===== src/rtl/ubt_pkg.sv =====
package ubt_pkg;

  // Commands from the control to the datapath.
  typedef struct packed {
    logic load;   // capture configuration and clear counters
    logic run;    // a frame is being timed
  } ubtCmd_t;

  // Strobes from the datapath back to the control.
  typedef struct packed {
    logic baseTick;
    logic midTick;
    logic bitDone;
  } ubtFlags_t;

  // Which oversampling field governs a frame bit (1..10).
  function automatic logic [1:0] groupOf(input logic [3:0] idx);
    if (idx <= 4'd3)      return 2'd0;
    else if (idx <= 4'd6) return 2'd1;
    else if (idx <= 4'd8) return 2'd2;
    else                  return 2'd3;
  endfunction

endpackage


===== src/rtl/ubt_datapath.sv =====
module ubt_datapath
  import ubt_pkg::*;
#(
  parameter int DIV_W        = 10,
  parameter int FIELD_W      = 6,
  parameter int FIELD_STRIDE = 8,
  parameter int NUM_FIELDS   = 4,
  parameter int DEFAULT_OSR  = 16,
  parameter int IDX_W        = 4
) (
  input  logic                                clk,
  input  logic                                rstN,
  input  logic [DIV_W-1:0]                    divisor,
  input  logic [NUM_FIELDS*FIELD_STRIDE-1:0]  osampWord,
  input  ubtCmd_t                             cmd,
  input  logic [IDX_W-1:0]                    bitIdx,
  output ubtFlags_t                           flags
);

  localparam logic [FIELD_W-1:0] DEF_LEN = FIELD_W'(DEFAULT_OSR);

  logic [FIELD_W-1:0] rawField [NUM_FIELDS];
  logic [FIELD_W-1:0] effField [NUM_FIELDS];
  logic [FIELD_W-1:0] fieldReg [NUM_FIELDS];
  logic               anyField;
  logic               fracReg;
  logic [DIV_W-1:0]   effDiv;
  logic [DIV_W-1:0]   divReg;
  logic [DIV_W-1:0]   preCnt;
  logic [FIELD_W-1:0] tickCnt;
  logic [FIELD_W-1:0] bitLen;
  logic               preWrap;

  genvar gi;
  generate
    for (gi = 0; gi < NUM_FIELDS; gi++) begin : g_field
      assign rawField[gi] = osampWord[gi*FIELD_STRIDE +: FIELD_W];
      assign effField[gi] = (rawField[gi] == '0) ? FIELD_W'(1) : rawField[gi];
    end
  endgenerate

  always_comb begin
    anyField = 1'b0;
    for (int k = 0; k < NUM_FIELDS; k++) anyField = anyField | (rawField[k] != '0);
  end

  assign effDiv = (divisor == '0) ? DIV_W'(1) : divisor;

  // Configuration is latched only when a frame starts.
  always_ff @(posedge clk or negedge rstN) begin
    if (!rstN) begin
      divReg  <= DIV_W'(1);
      fracReg <= 1'b0;
      for (int k = 0; k < NUM_FIELDS; k++) fieldReg[k] <= '0;
    end else if (cmd.load) begin
      divReg  <= effDiv;
      fracReg <= anyField;
      for (int k = 0; k < NUM_FIELDS; k++) fieldReg[k] <= effField[k];
    end
  end

  always_comb begin
    if (fracReg) bitLen = fieldReg[groupOf(bitIdx)];
    else         bitLen = DEF_LEN;
  end

  assign preWrap        = (preCnt == divReg - DIV_W'(1));
  assign flags.baseTick = cmd.run && preWrap;
  assign flags.midTick  = flags.baseTick && (tickCnt == (bitLen >> 1));
  assign flags.bitDone  = flags.baseTick && (tickCnt == bitLen - FIELD_W'(1));

  always_ff @(posedge clk or negedge rstN) begin
    if (!rstN) begin
      preCnt  <= '0;
      tickCnt <= '0;
    end else if (cmd.load) begin
      preCnt  <= '0;
      tickCnt <= '0;
    end else if (cmd.run) begin
      preCnt <= preWrap ? '0 : preCnt + DIV_W'(1);
      if (flags.baseTick)
        tickCnt <= flags.bitDone ? '0 : tickCnt + FIELD_W'(1);
    end
  end

endmodule


===== src/rtl/ubt_control.sv =====
module ubt_control
  import ubt_pkg::*;
#(
  parameter int NUM_BITS = 10,
  parameter int IDX_W    = 4
) (
  input  logic             clk,
  input  logic             rstN,
  input  logic             frameStart,
  input  ubtFlags_t        flags,
  output ubtCmd_t          cmd,
  output logic [IDX_W-1:0] bitIdx,
  output logic             bitStrobe,
  output logic             midStrobe,
  output logic             frameDone
);

  localparam logic [IDX_W-1:0] LAST_BIT = IDX_W'(NUM_BITS);

  logic running;

  assign cmd.load = frameStart;
  assign cmd.run  = running;

  always_ff @(posedge clk or negedge rstN) begin
    if (!rstN) begin
      running   <= 1'b0;
      bitIdx    <= '0;
      bitStrobe <= 1'b0;
      midStrobe <= 1'b0;
      frameDone <= 1'b0;
    end else if (frameStart) begin
      running   <= 1'b1;
      bitIdx    <= IDX_W'(1);
      bitStrobe <= 1'b0;
      midStrobe <= 1'b0;
      frameDone <= 1'b0;
    end else begin
      midStrobe <= running && flags.midTick;
      bitStrobe <= running && flags.bitDone;
      frameDone <= 1'b0;
      if (running && flags.bitDone) begin
        if (bitIdx == LAST_BIT) begin
          running   <= 1'b0;
          bitIdx    <= '0;
          frameDone <= 1'b1;
        end else begin
          bitIdx <= bitIdx + IDX_W'(1);
        end
      end
    end
  end

endmodule


===== src/rtl/uart_bit_timer.sv =====
module uart_bit_timer
  import ubt_pkg::*;
#(
  parameter int DIV_W        = 10,
  parameter int FIELD_W      = 6,
  parameter int FIELD_STRIDE = 8,
  parameter int NUM_FIELDS   = 4,
  parameter int DEFAULT_OSR  = 16,
  parameter int NUM_BITS     = 10,
  localparam int IDX_W       = $clog2(NUM_BITS + 1),
  localparam int OS_W        = NUM_FIELDS * FIELD_STRIDE
) (
  input  logic             clk,
  input  logic             rstN,
  input  logic [DIV_W-1:0] divisor,
  input  logic [OS_W-1:0]  osampWord,
  input  logic             frameStart,
  output logic             bitStrobe,
  output logic             midStrobe,
  output logic [IDX_W-1:0] bitIdx,
  output logic             frameDone
);

  ubtCmd_t   cmd;
  ubtFlags_t flags;

  ubt_control #(
    .NUM_BITS (NUM_BITS),
    .IDX_W    (IDX_W)
  ) u_ctrl (
    .clk        (clk),
    .rstN       (rstN),
    .frameStart (frameStart),
    .flags      (flags),
    .cmd        (cmd),
    .bitIdx     (bitIdx),
    .bitStrobe  (bitStrobe),
    .midStrobe  (midStrobe),
    .frameDone  (frameDone)
  );

  ubt_datapath #(
    .DIV_W        (DIV_W),
    .FIELD_W      (FIELD_W),
    .FIELD_STRIDE (FIELD_STRIDE),
    .NUM_FIELDS   (NUM_FIELDS),
    .DEFAULT_OSR  (DEFAULT_OSR),
    .IDX_W        (IDX_W)
  ) u_dp (
    .clk       (clk),
    .rstN      (rstN),
    .divisor   (divisor),
    .osampWord (osampWord),
    .cmd       (cmd),
    .bitIdx    (bitIdx),
    .flags     (flags)
  );

endmodule


===== config.mk =====
export PLATFORM = sky130hd
export DESIGN_NAME = uart_bit_timer
export DESIGN_NICKNAME = d
export VERILOG_FILES = /design/src/rtl/ubt_pkg.sv /design/src/rtl/ubt_datapath.sv /design/src/rtl/ubt_control.sv /design/src/rtl/uart_bit_timer.sv
export SDC_FILE = /design/constraint.sdc
export NUM_CORES = 1
export LEC_CHECK = 0
export BUFFER_PORTS_ARGS = -buffer_cell sky130_fd_sc_hd__buf_2
export CORE_MARGIN = 1.5
export CORE_UTILIZATION = 45
export DETAILED_ROUTE_END_ITERATION = 8
export GPL_ROUTABILITY_DRIVEN = 0
export PLACE_DENSITY = 0.69
export SLEW_MARGIN = 5
export SYNTH_ARGS = -nofsm -noshare
export SYNTH_HDL_FRONTEND = slang
export SYNTH_SLANG_ARGS = --single-unit
export TNS_END_PERCENT = 100

===== constraint.sdc =====
create_clock -name clk -period 4 [get_ports clk]
set_input_delay 0.4 -clock clk [delete_from_list [all_inputs] [get_ports clk]]
set_output_delay 0.4 -clock clk [all_outputs]
set_load 0.005 [all_outputs]

==> impl_metrics.env <==
export IMPL_rr_startpoint="u_ctrl.bitIdx[1]"
export IMPL_synthesis_nets=452
export IMPL_port_buffers=43
export IMPL_drc_errors=0
export IMPL_via_per_instance_ratio=5.74
export IMPL_seq_area_sq_mm=0.00148
export IMPL_clk_insertion_delay_late_ps=340
export IMPL_floorplan_die_height_um=94.9
export IMPL_numClockSinks=59
export IMPL_relSlewSlack_pct=46.8
export IMPL_grt_util_met2_pct=32.1
export IMPL_layout_nets=490
export IMPL_cts_tree="yes"
export IMPL_setup_violations=0
export IMPL_setup_worst_path_class="reg2reg"
export IMPL_synthesis_yosys_warnings=0
export IMPL_use_met3_pct=3.22
export IMPL_dominantRegCellSynth="sky130_fd_sc_hd__dfrtp_1"
export IMPL_cap_violations=0
export IMPL_vdd_ir_drop_worst_mv=0.259
export IMPL_rsz0062_at_grt="false"
export IMPL_grt_max_degree=53
export IMPL_synth_edff_count=0
export IMPL_critical_path_reg2reg_endpoint="u_ctrl.bitIdx[2]"
export IMPL_drt_total_wl_um=8450
export IMPL_post_cts_resized=0
export IMPL_synth_area_top_cells="sky130_fd_sc_hd__dfrtp_1 (38%), sky130_fd_sc_hd__mux2_2 (7.7%), sky130_fd_sc_hd__o21ai_0 (4.1%), sky130_fd_sc_hd__xnor2_1 (3.5%), sky130_fd_sc_hd__nor2_1 (3.0%)"
export IMPL_fp_dieArea_sq_mm=0.00901
export IMPL_fin_worst_skew_ps=13.1
export IMPL_groute_usage_overall_pct=20.8
export IMPL_fmax_mhz=293
export IMPL_clock_path_buffers=2
export IMPL_dp_hpwl_um=6270
export IMPL_post_synth_top_area_fraction_pct=38.2
export IMPL_timing_final_crit_share_pct=85.4
export IMPL_synth_area_per_cell_sq_um=9.44
export IMPL_r2r_worst_path_cells=11
export IMPL_tightest_hold_check_type="in2async"
export IMPL_power_per_cell_area_mw_per_mm2=347
export IMPL_cellLeakagePower_nw=1.84
export IMPL_die_width_um=94.9
export IMPL_cts_hold_buffers=0
export IMPL_grt_util_met1_pct=28.2
export IMPL_element_type_at_the_critical_path_start="flip-flop"
export IMPL_finalInstanceArea_sq_mm=0.00430
export IMPL_highest_net_fanout_along_the_worst_path=11
export IMPL_area_of_the_core_region_sq_mm=0.00822
export IMPL_synth_top_cells_by_count="sky130_fd_sc_hd__dfrtp_1 (58), sky130_fd_sc_hd__o21ai_0 (31), sky130_fd_sc_hd__nor2_1 (30)"
export IMPL_placed_standard_cell_area_sq_mm=0.00408
export IMPL_final_setup_tns_ps=0
export IMPL_multi_input_gate_area_sq_mm=0.00211
export IMPL_drt_first_pass_iters=4
export IMPL_stdcell_count=551
export IMPL_cts_setup_buffers=0
export IMPL_layout_drive_gt1_share_pct=24.0
export IMPL_start_util_pct=46.3
export IMPL_cts_root_buffer_cell="sky130_fd_sc_hd__clkbuf_8"
export IMPL_grt_first_pass_wirelength_um=14400
export IMPL_ff2ff_setup_slack_ps=580
export IMPL_synth_seq_area_share_pct=38.9
export IMPL_most_frequent_cell_after_synthesis="sky130_fd_sc_hd__dfrtp_1"
export IMPL_antenna_left=0
export IMPL_final_max_slew_viol_count=0
export IMPL_dominant_cell_type_by_area_after_synthesis="sky130_fd_sc_hd__dfrtp_1"
export IMPL_layout_filler_cells=728
export IMPL_antenna_diode_count=0
export IMPL_vias=3162
export IMPL_place_inst=535
export IMPL_endpoint_kind_of_the_worst_setup_timing_path="flip-flop"
export IMPL_via_count_of_the_first_global_routing_pass=2939
export IMPL_post_synth_num_cell_types=69
export IMPL_grt_antenna_before_repair=0
export IMPL_clkTransAtPathRegs_ps=80
export IMPL_power_consumption_mw=1.49
export IMPL_synth_area_sq_mm=0.00380
export IMPL_grt_remaining_overflow=0
export IMPL_rows=33
export IMPL_run_status="complete, no violations"
export IMPL_num_cts_buffers=9
export IMPL_worst_setup_slack_final_ps=585
export IMPL_gr_max_usage_layer="met2"
export IMPL_layout_area_overhead_vs_synth_pct=13.1
export IMPL_critical_path_arrival_ps=3670
export IMPL_worst_slew_pin_transition_ps=792
export IMPL_yosys_register_bits=59
export IMPL_crit_required_ps=4260
export IMPL_fin_crit_ps=3420
export IMPL_h_tree_depth=3
export IMPL_placement_stage_worst_setup_slack_ps=608
export IMPL_syn_instance_count=403
export IMPL_boundaryPins=52
export IMPL_postSynth_asyncResetShare_pct=100
export IMPL_detail_route_wl_per_cell_um=15.3
export IMPL_hold_viol=0
export IMPL_detailedRoute_firstIterationViolations=174
==> routing by layer <==
layer,up-vias,part of all wire [%]
li1,1562,-
met2,69,46
met4,0,2.6
met1,1514,48
met3,17,3.9
met5,-,0
==> through the flow <==
stage	hold slack (ps)	util [%]
finish	31.4	52.3
global route	58.3	52.3
CTS	31.4	52.3
detailed placement	411	49.6
global placement	404	49.6
floorplan	104	-
==> where the power goes <==
part           internal, mW  switching, mW  leakage (nW)
registers             0.634         0.0353         0.727
clock network         0.355          0.255         0.114
logic                 0.101          0.112          1.00
total                  1.09          0.402          1.84
==> worst max-delay path, stage by stage, from the launching register on <==
cell                       delay (ps)
sky130_fd_sc_hd__dfrtp_1          570
sky130_fd_sc_hd__or2_4            370
sky130_fd_sc_hd__o311ai_0         300
sky130_fd_sc_hd__a32o_1           410
sky130_fd_sc_hd__inv_1             80
sky130_fd_sc_hd__ha_1             250
sky130_fd_sc_hd__xnor2_1          150
sky130_fd_sc_hd__xnor2_1          140
sky130_fd_sc_hd__nor3_2           200
sky130_fd_sc_hd__nand3_1          240
sky130_fd_sc_hd__or4_1            460
sky130_fd_sc_hd__a21oi_1          180
==> worst max-delay path by stage <==
| stage | from | to |
|---|---|---|
| floorplan | u_ctrl.bitIdx[1] | u_ctrl.running |
| global placement | u_ctrl.bitIdx[1] | u_ctrl.running |
| detailed placement | u_ctrl.bitIdx[1] | u_ctrl.running |
| CTS | u_ctrl.bitIdx[1] | u_ctrl.bitIdx[2] |
| global route | u_ctrl.bitIdx[1] | u_ctrl.bitIdx[1] |
| finish | u_ctrl.bitIdx[1] | u_ctrl.bitIdx[2] |
==> logic make-up after synthesis <==
logic type,share of synthesized area [%]
mux,7.70
fa+ha+maj,1.32
flops,38.9
xor+xnor,5.30
compound gates,19.3
buf+inv,5.56
simple gates,21.9
==> cell usage in the layout (no fill, tap or decap), drive strengths merged, types with 4 or more instances in the layout <==
master / count
xnor2: 15
a311o: 5
mux2: 26
inv: 20
nor2: 30
clkinv: 4
o31ai: 8
nor4: 7
nand2: 29
a31oi: 6
and3: 9
nor3: 8
nand2b: 9
o21ai: 32
nand4: 5
o311ai: 9
clkbuf: 9
buf: 52
ha: 4
nand3: 15
xor2: 8
nor2b: 8
dfrtp: 58
a21oi: 11
==> flip-flops by register name (all words and copies together) (netlist names) <==
signal            count
u_ctrl.frameDone      1
u_ctrl.bitStrobe      1
u_ctrl.running        1
u_dp.fieldReg        24
u_dp.fracReg          1
u_dp.divReg          10
u_ctrl.midStrobe      1
u_dp.preCnt          10
u_ctrl.bitIdx         4
u_dp.tickCnt          6
==> final cells by class <==
class                   instances  area share [%]
clock inverters                 7            2.33
multi-input cells             300            49.1
clock buffers                   9            2.88
flip-flops and latches         59            34.4
well taps                     105            3.05
repair buffers                 52            6.58
inverters                      19            1.66
No activity file was read; power rests on OpenSTA's default activity.
